### src/rtl/regwin_pkg.sv
package regwin_pkg;
  typedef enum logic [2:0] {
    OP_NOP      = 3'd0,
    OP_PUSH     = 3'd1,
    OP_POP      = 3'd2,
    OP_FLUSH    = 3'd3,
    OP_SPILLED  = 3'd4,
    OP_FILLED   = 3'd5,
    OP_LD_PTR   = 3'd6,
    OP_LD_FRGN  = 3'd7
  } wop_e;
endpackage

### src/rtl/regwin_trapenc.sv
module regwin_trapenc #(
  parameter logic [8:0] MARK = 9'h020
) (
  input  logic [8:0] base,
  input  logic       frgn_nz,
  input  logic [5:0] wsel,
  output logic [8:0] ttype
);
  always_comb begin
    if (frgn_nz) ttype = base | MARK | {4'b0, wsel[5:3], 2'b00};
    else         ttype = base | {4'b0, wsel[2:0], 2'b00};
  end
endmodule

### src/rtl/regwin_ptr.sv
module regwin_ptr #(
  parameter int NWIN     = 8,
  parameter int PTR_IN_W = 8,
  localparam int IW      = $clog2(NWIN)
) (
  input  logic                clk,
  input  logic                rst_n,
  input  logic                step_dn,
  input  logic                step_up,
  input  logic                load,
  input  logic [PTR_IN_W-1:0] load_val,
  output logic [IW-1:0]       arch
);
  localparam logic [IW-1:0]       LAST  = IW'(NWIN - 1);
  localparam logic [PTR_IN_W-1:0] NW_IN = PTR_IN_W'(NWIN);

  logic [IW-1:0]       idx_q, idx_n;
  logic [PTR_IN_W-1:0] red;
  logic                en;

  assign red = load_val % NW_IN;
  assign en  = step_dn | step_up | load;

  always_comb begin
    idx_n = idx_q;
    if (load)         idx_n = LAST - IW'(red);
    else if (step_dn) idx_n = (idx_q == '0) ? LAST : idx_q - 1'b1;
    else if (step_up) idx_n = (idx_q == LAST) ? '0 : idx_q + 1'b1;
  end

  always_ff @(posedge clk or negedge rst_n) begin
    if (!rst_n)  idx_q <= '0;
    else if (en) idx_q <= idx_n;
  end

  assign arch = LAST - idx_q;

  p_idx_range_r11: assert property (@(posedge clk) disable iff (!rst_n)
    idx_q <= LAST);
  p_push_moves_r2: assert property (@(posedge clk) disable iff (!rst_n)
    (step_dn && !load) |=> arch == (($past(arch) == LAST) ? '0 : $past(arch) + 1'b1));
endmodule

### src/rtl/regwin_tracker.sv
module regwin_tracker
  import regwin_pkg::*;
#(
  parameter int         NWIN       = 8,
  parameter int         PTR_IN_W   = 8,
  parameter logic [8:0] SPILL_BASE = 9'h080,
  parameter logic [8:0] FILL_BASE  = 9'h0C0,
  parameter logic [8:0] CLEAN_CODE = 9'h024,
  parameter logic [8:0] MARK       = 9'h020,
  localparam int        CW         = $clog2(NWIN)
) (
  input  logic                clk,
  input  logic                rst_n,
  input  logic [2:0]          op,
  input  logic [PTR_IN_W-1:0] wr_data,
  input  logic                wsel_we,
  input  logic [5:0]          wsel_in,
  output logic [CW-1:0]       ptr_rd,
  output logic [CW-1:0]       free_save,
  output logic [CW-1:0]       free_restore,
  output logic [CW-1:0]       foreign,
  output logic [CW-1:0]       clean,
  output logic                trap_valid,
  output logic [8:0]          trap_type
);
  localparam logic [CW-1:0] FULL_SAVE = CW'(NWIN - 2);
  localparam logic [CW-1:0] MAX_CLEAN = CW'(NWIN - 1);

  wop_e          opc;
  logic [CW-1:0] cs_q, cr_q, ow_q, cl_q;
  logic [CW-1:0] cs_n, cr_n, ow_n, cl_n;
  logic [5:0]    ws_q;
  logic          tv_q, tv_n;
  logic [8:0]    tt_q, tt_n;
  logic          sel_fill, step_dn, step_up, load_ptr, cnt_en;
  logic [8:0]    enc_type;
  logic          ow_nz;

  assign opc   = wop_e'(op);
  assign ow_nz = (ow_q != '0);

  regwin_trapenc #(.MARK(MARK)) u_enc (
    .base    (sel_fill ? FILL_BASE : SPILL_BASE),
    .frgn_nz (ow_nz),
    .wsel    (ws_q),
    .ttype   (enc_type)
  );

  regwin_ptr #(.NWIN(NWIN), .PTR_IN_W(PTR_IN_W)) u_ptr (
    .clk      (clk),
    .rst_n    (rst_n),
    .step_dn  (step_dn),
    .step_up  (step_up),
    .load     (load_ptr),
    .load_val (wr_data),
    .arch     (ptr_rd)
  );

  always_comb begin
    cs_n = cs_q; cr_n = cr_q; ow_n = ow_q; cl_n = cl_q;
    tv_n = 1'b0; tt_n = tt_q;
    sel_fill = 1'b0; step_dn = 1'b0; step_up = 1'b0; load_ptr = 1'b0;
    case (opc)
      OP_PUSH: begin
        if (cs_q == '0) begin
          tv_n = 1'b1; tt_n = enc_type;
        end else if (cl_q == cr_q) begin
          tv_n = 1'b1; tt_n = CLEAN_CODE;
        end else begin
          cs_n = cs_q - 1'b1; cr_n = cr_q + 1'b1; step_dn = 1'b1;
        end
      end
      OP_POP: begin
        sel_fill = 1'b1;
        if (cr_q == '0) begin
          tv_n = 1'b1; tt_n = enc_type;
        end else begin
          cs_n = cs_q + 1'b1; cr_n = cr_q - 1'b1; step_up = 1'b1;
        end
      end
      OP_FLUSH: begin
        if (cs_q != FULL_SAVE) begin
          tv_n = 1'b1; tt_n = enc_type;
        end
      end
      OP_SPILLED: begin
        cs_n = cs_q + 1'b1;
        if (ow_nz) ow_n = ow_q - 1'b1;
        else       cr_n = cr_q - 1'b1;
      end
      OP_FILLED: begin
        cr_n = cr_q + 1'b1;
        if (cl_q < MAX_CLEAN) cl_n = cl_q + 1'b1;
        if (ow_nz) ow_n = ow_q - 1'b1;
        else       cs_n = cs_q - 1'b1;
      end
      OP_LD_PTR:  load_ptr = 1'b1;
      OP_LD_FRGN: ow_n = wr_data[CW-1:0];
      default: ;
    endcase
  end

  assign cnt_en = (opc != OP_NOP);

  always_ff @(posedge clk or negedge rst_n) begin
    if (!rst_n) begin
      cs_q <= FULL_SAVE; cr_q <= '0; ow_q <= '0; cl_q <= MAX_CLEAN;
    end else if (cnt_en) begin
      cs_q <= cs_n; cr_q <= cr_n; ow_q <= ow_n; cl_q <= cl_n;
    end
  end

  always_ff @(posedge clk or negedge rst_n) begin
    if (!rst_n)       ws_q <= '0;
    else if (wsel_we) ws_q <= wsel_in;
  end

  always_ff @(posedge clk or negedge rst_n) begin
    if (!rst_n) begin
      tv_q <= 1'b0; tt_q <= '0;
    end else begin
      tv_q <= tv_n;
      if (tv_n) tt_q <= tt_n;
    end
  end

  assign free_save    = cs_q;
  assign free_restore = cr_q;
  assign foreign      = ow_q;
  assign clean        = cl_q;
  assign trap_valid   = tv_q;
  assign trap_type    = tt_q;

  p_spill_on_full_r3: assert property (@(posedge clk) disable iff (!rst_n)
    (op == 3'd1 && free_save == '0) |=> trap_valid && $stable(free_restore));
  p_fill_on_empty_r6: assert property (@(posedge clk) disable iff (!rst_n)
    (op == 3'd2 && free_restore == '0) |=> trap_valid && $stable(free_save));
  p_nop_quiet_r12: assert property (@(posedge clk) disable iff (!rst_n)
    (op == 3'd0) |=> !trap_valid);
  p_clean_cap_r10: assert property (@(posedge clk) disable iff (!rst_n)
    clean <= MAX_CLEAN);
  p_spilled_inc_r9: assert property (@(posedge clk) disable iff (!rst_n)
    (op == 3'd4) |=> free_save == CW'($past(free_save) + 1'b1));
  p_flush_still_r8: assert property (@(posedge clk) disable iff (!rst_n)
    (op == 3'd3) |=> $stable(free_save) && $stable(free_restore) && $stable(ptr_rd));
endmodule

### config.mk
export PLATFORM = sky130hd
export DESIGN_NAME = regwin_tracker
export DESIGN_NICKNAME = d
export VERILOG_FILES = /design/src/rtl/regwin_pkg.sv /design/src/rtl/regwin_trapenc.sv /design/src/rtl/regwin_ptr.sv /design/src/rtl/regwin_tracker.sv
export SDC_FILE = /design/constraint.sdc
export NUM_CORES = 1
export LEC_CHECK = 0
export BUFFER_PORTS_ARGS = -buffer_cell sky130_fd_sc_hd__buf_4
export CELL_PAD_IN_SITES_DETAIL_PLACEMENT = 0
export CELL_PAD_IN_SITES_GLOBAL_PLACEMENT = 1
export CORE_ASPECT_RATIO = 1.2
export CORE_MARGIN = 2
export CORE_UTILIZATION = 39
export CTS_CLUSTER_SIZE = 16
export DETAILED_ROUTE_END_ITERATION = 16
export PLACE_DENSITY = 0.81
export SYNTH_ARGS = -nofsm -noshare
export SYNTH_HDL_FRONTEND = slang
export SYNTH_SLANG_ARGS = --single-unit
### constraint.sdc
create_clock -name clk -period 2.2 [get_ports clk]
set_input_delay 0.22 -clock clk [delete_from_list [all_inputs] [get_ports clk]]
set_output_delay 0.22 -clock clk [all_outputs]
set_load 0.02 [all_outputs]
==> run metrics <==
htree depth=1; Post-Syn Instances=about 160; critical path fanouts, max=7; GP Congestion=0.8220; # nets final=226; clk sinks=28; Placed Cells=approximately 250; Syn Area/Cell=10.51 sq um; WL/cell=13.50 microns; number of antenna-violating nets in the routed design=0; outcome=completed; initial antenna violation count=0; die area=between 4000 and 5000 sq um; Min-Delay Path Class=in2reg; post-layout min period=2.015 ns; largest net degree at the start of global routing=29; Die Y=74.80 microns; Global Route Usage Sum=0.1582; CP peak stage delay=~0.52 ns; setup TNS=0 ns; worst-case clock buffer depth=2; number of remaining DRC errors=0; Ys Warns=0; final cell count without fillers=250; postcts setup bufs=0; met1 Usage GRT=0.1848; CP Buf/Inv Count=0; met2 global-route usage=0.2778; Max Fclk=between 0.4 and 0.5 GHz; CTS tree=yes; Initial Utilization=0.4101; Vias/cell=slightly below 5; cts repair resizes=0; Critical Path Sink Type=flip-flop; share of cells above drive strength 1=0.3469; DR vias=1215; number of detailed-route iterations in the first pass=4; Hold Vio Cnt, Final=0; Cell Pwr Density=1423 nW/um^2; CTS root buf=clkbuf_8; total core area=3973 sq um; Yosys reg bits=28; Remaining Overflow, GRT=0; Final WS setup=approximately 0.19 ns; number of antenna diodes=0; grt met3 use=0.02840; number of DRC markers in iteration 0=64; Final Max Tran Viols=0; total CTS buffers=3; crit-path cells=or3_2 > nor3_1 > a311o_1 > mux2_4; Mapped Area=between 1500 and 2000 sq um; worst endpoint data arrival time=2.19 ns; pre-CTS setup slack=between 0.2 and 0.25 ns; Unique masters post-synth=38; Critical Path RT=roughly 2.4 ns; maximum vdd ir drop=0.4710 mV; RSZ-0062 raised after global routing=false; vias in the first global route=~1.3k; clk_skew=0.009861 ns; Clock transition at path regs=0.11 ns; synth-to-layout area growth=25.73%; Post-synth EDFFs=0; fin crit share=0.9158; Crit-path slowest cell=or3_2; Port Buf Inserts=36; Site Rows=25; ys flop type=dfrtp_1; FFs w/ async S/R, synth=1.000; Crit path max-delay family=simple AND/OR/NAND/NOR gates; max cap viols=0; Ports=45; Skew-Pair Late Insertion Delay=0.29 ns; Top Usage Layer GRT=met2; CP Class=reg2reg; crit start category=flip-flop; leakage power=about 0.9 nW; post-synthesis sequential area ratio=0.4339; Routed Wire Length=roughly 3400 microns; global-route wire length before repair=slightly below 6000 microns; # setup viols final=0; die width=between 60 and 70 microns; DP Wirelength=2568 microns
==> cells in the mapped netlist (all sizes together), types with 3 or more instances <==
cell type	n	share of area
or3	3	0.012
nor3	7	0.022
dfrtp	23	0.35
inv	9	0.021
nand2	13	0.030
buf	4	0.021
a21oi	6	0.018
nor2	14	0.034
xor2	3	0.016
dfstp	5	0.081
xnor2	9	0.048
mux2i	3	0.018
ha	7	0.054
o21ai	6	0.018
clkbuf	3	0.0069
nand2b	4	0.015
mux2	14	0.11
==> through the flow <==
stage	hold slack [ns]	cell area, sq um	utilization	total power [W]
floorplan	-0.07559	1637	-	0.001944
global placement	0.1542	1967	0.4951	0.002463
detailed placement	0.1641	1967	0.4951	0.002513
CTS	0.1182	2048	0.5156	0.002940
global route	0.1160	2048	0.5156	0.003134
finish	0.1154	2048	0.5156	0.002915
==> state kept, by name (all words and copies together), names as in the netlist <==
name and flops:
clean 3, foreign 3, free_restore 3, free_save 3
trap_type 6, trap_valid 1, u_ptr.idx_q 3, ws_q 6
==> routing by layer <==
layer | up-vias | part of all wire
met5 | - | 0
met4 | 0 | 0.019
met3 | 5 | 0.036
met2 | 30 | 0.51
met1 | 576 | 0.44
li1 | 604 | -
==> worst paths after layout <==
check	startpoint	end	slack, ns	depth (start not counted)
min in group asynchronous	rst_n	u_ptr.idx_q[0]	0.37	2
setup reg to reg	free_restore[0]	trap_type[2]	0.19	4
hold / removal	wr_data[2]	u_ptr.idx_q[2]	0.12	2
max in group asynchronous	rst_n	free_save[2]	1.51	2
hold reg to reg	ws_q[3]	ws_q[3]	0.51	1
setup / recovery	free_restore[0]	trap_type[2]	0.19	4
==> worst reg2reg max path: stages, from the launching register on <==
cell     delay, ns
dfrtp_1       0.39
or3_2         0.52
nor3_1        0.22
a311o_1       0.43
mux2_4        0.34
==> final cells by class <==
class                      count  area, sq um
tap                           54        67.56
sequential                    28        706.9
clock inverter                 1        30.03
inverter                       9        33.78
clock buffer                   3        41.29
fill                         366         1924
multi-input combinational    113        850.8
timing repair buffer          42        317.8
==> cells by family after synthesis <==
group | after synthesis | synth area share
AO/OA/AOI/OAI | 25 | 0.1098
XOR/XNOR | 12 | 0.06452
adder cells (fa/ha/maj) | 9 | 0.07834
buffers and inverters | 16 | 0.04838
flip-flops | 28 | 0.4339
multiplexers | 17 | 0.1267
other | 1 | 0.002302
AND/OR/NAND/NOR | 47 | 0.1359
==> where the power goes <==
part           switching, W  internal, W  leakage (nW)
clock network      0.000178     0.000244        0.0357
registers          0.000177     0.000756         0.325
logic              0.000821     0.000738         0.566
total               0.00118      0.00174         0.927
==> repair_timing <==
item / in CTS / in global routing
endpoints found under the hold margin: 23 / 0
hold buffers: 1 / 0
setup endpoints to repair: 0 / 0
==> cell usage in the layout (no fill, tap or decap), types with 2 or more instances in the layout <==
cell type	netlist	routed
dfrtp_1	23	23
xor2_1	3	3
fa_1	2	2
nor3_1	7	7
xnor2_1	9	9
nor2_1	13	13
mux2i_1	3	3
mux2_2	9	9
or3_1	2	2
a221oi_1	2	2
conb_1	1	3
a21oi_1	6	6
ha_1	7	7
o21ai_0	5	5
nor2b_1	2	2
nand2_1	13	13
clkbuf_8	0	3
o31ai_1	2	2
nand2b_1	4	4
o21bai_1	2	2
mux2_4	5	5
inv_1	9	9
o211ai_1	2	2
dfstp_2	5	5
buf_4	3	41
Power figures use the tool's default switching activity.
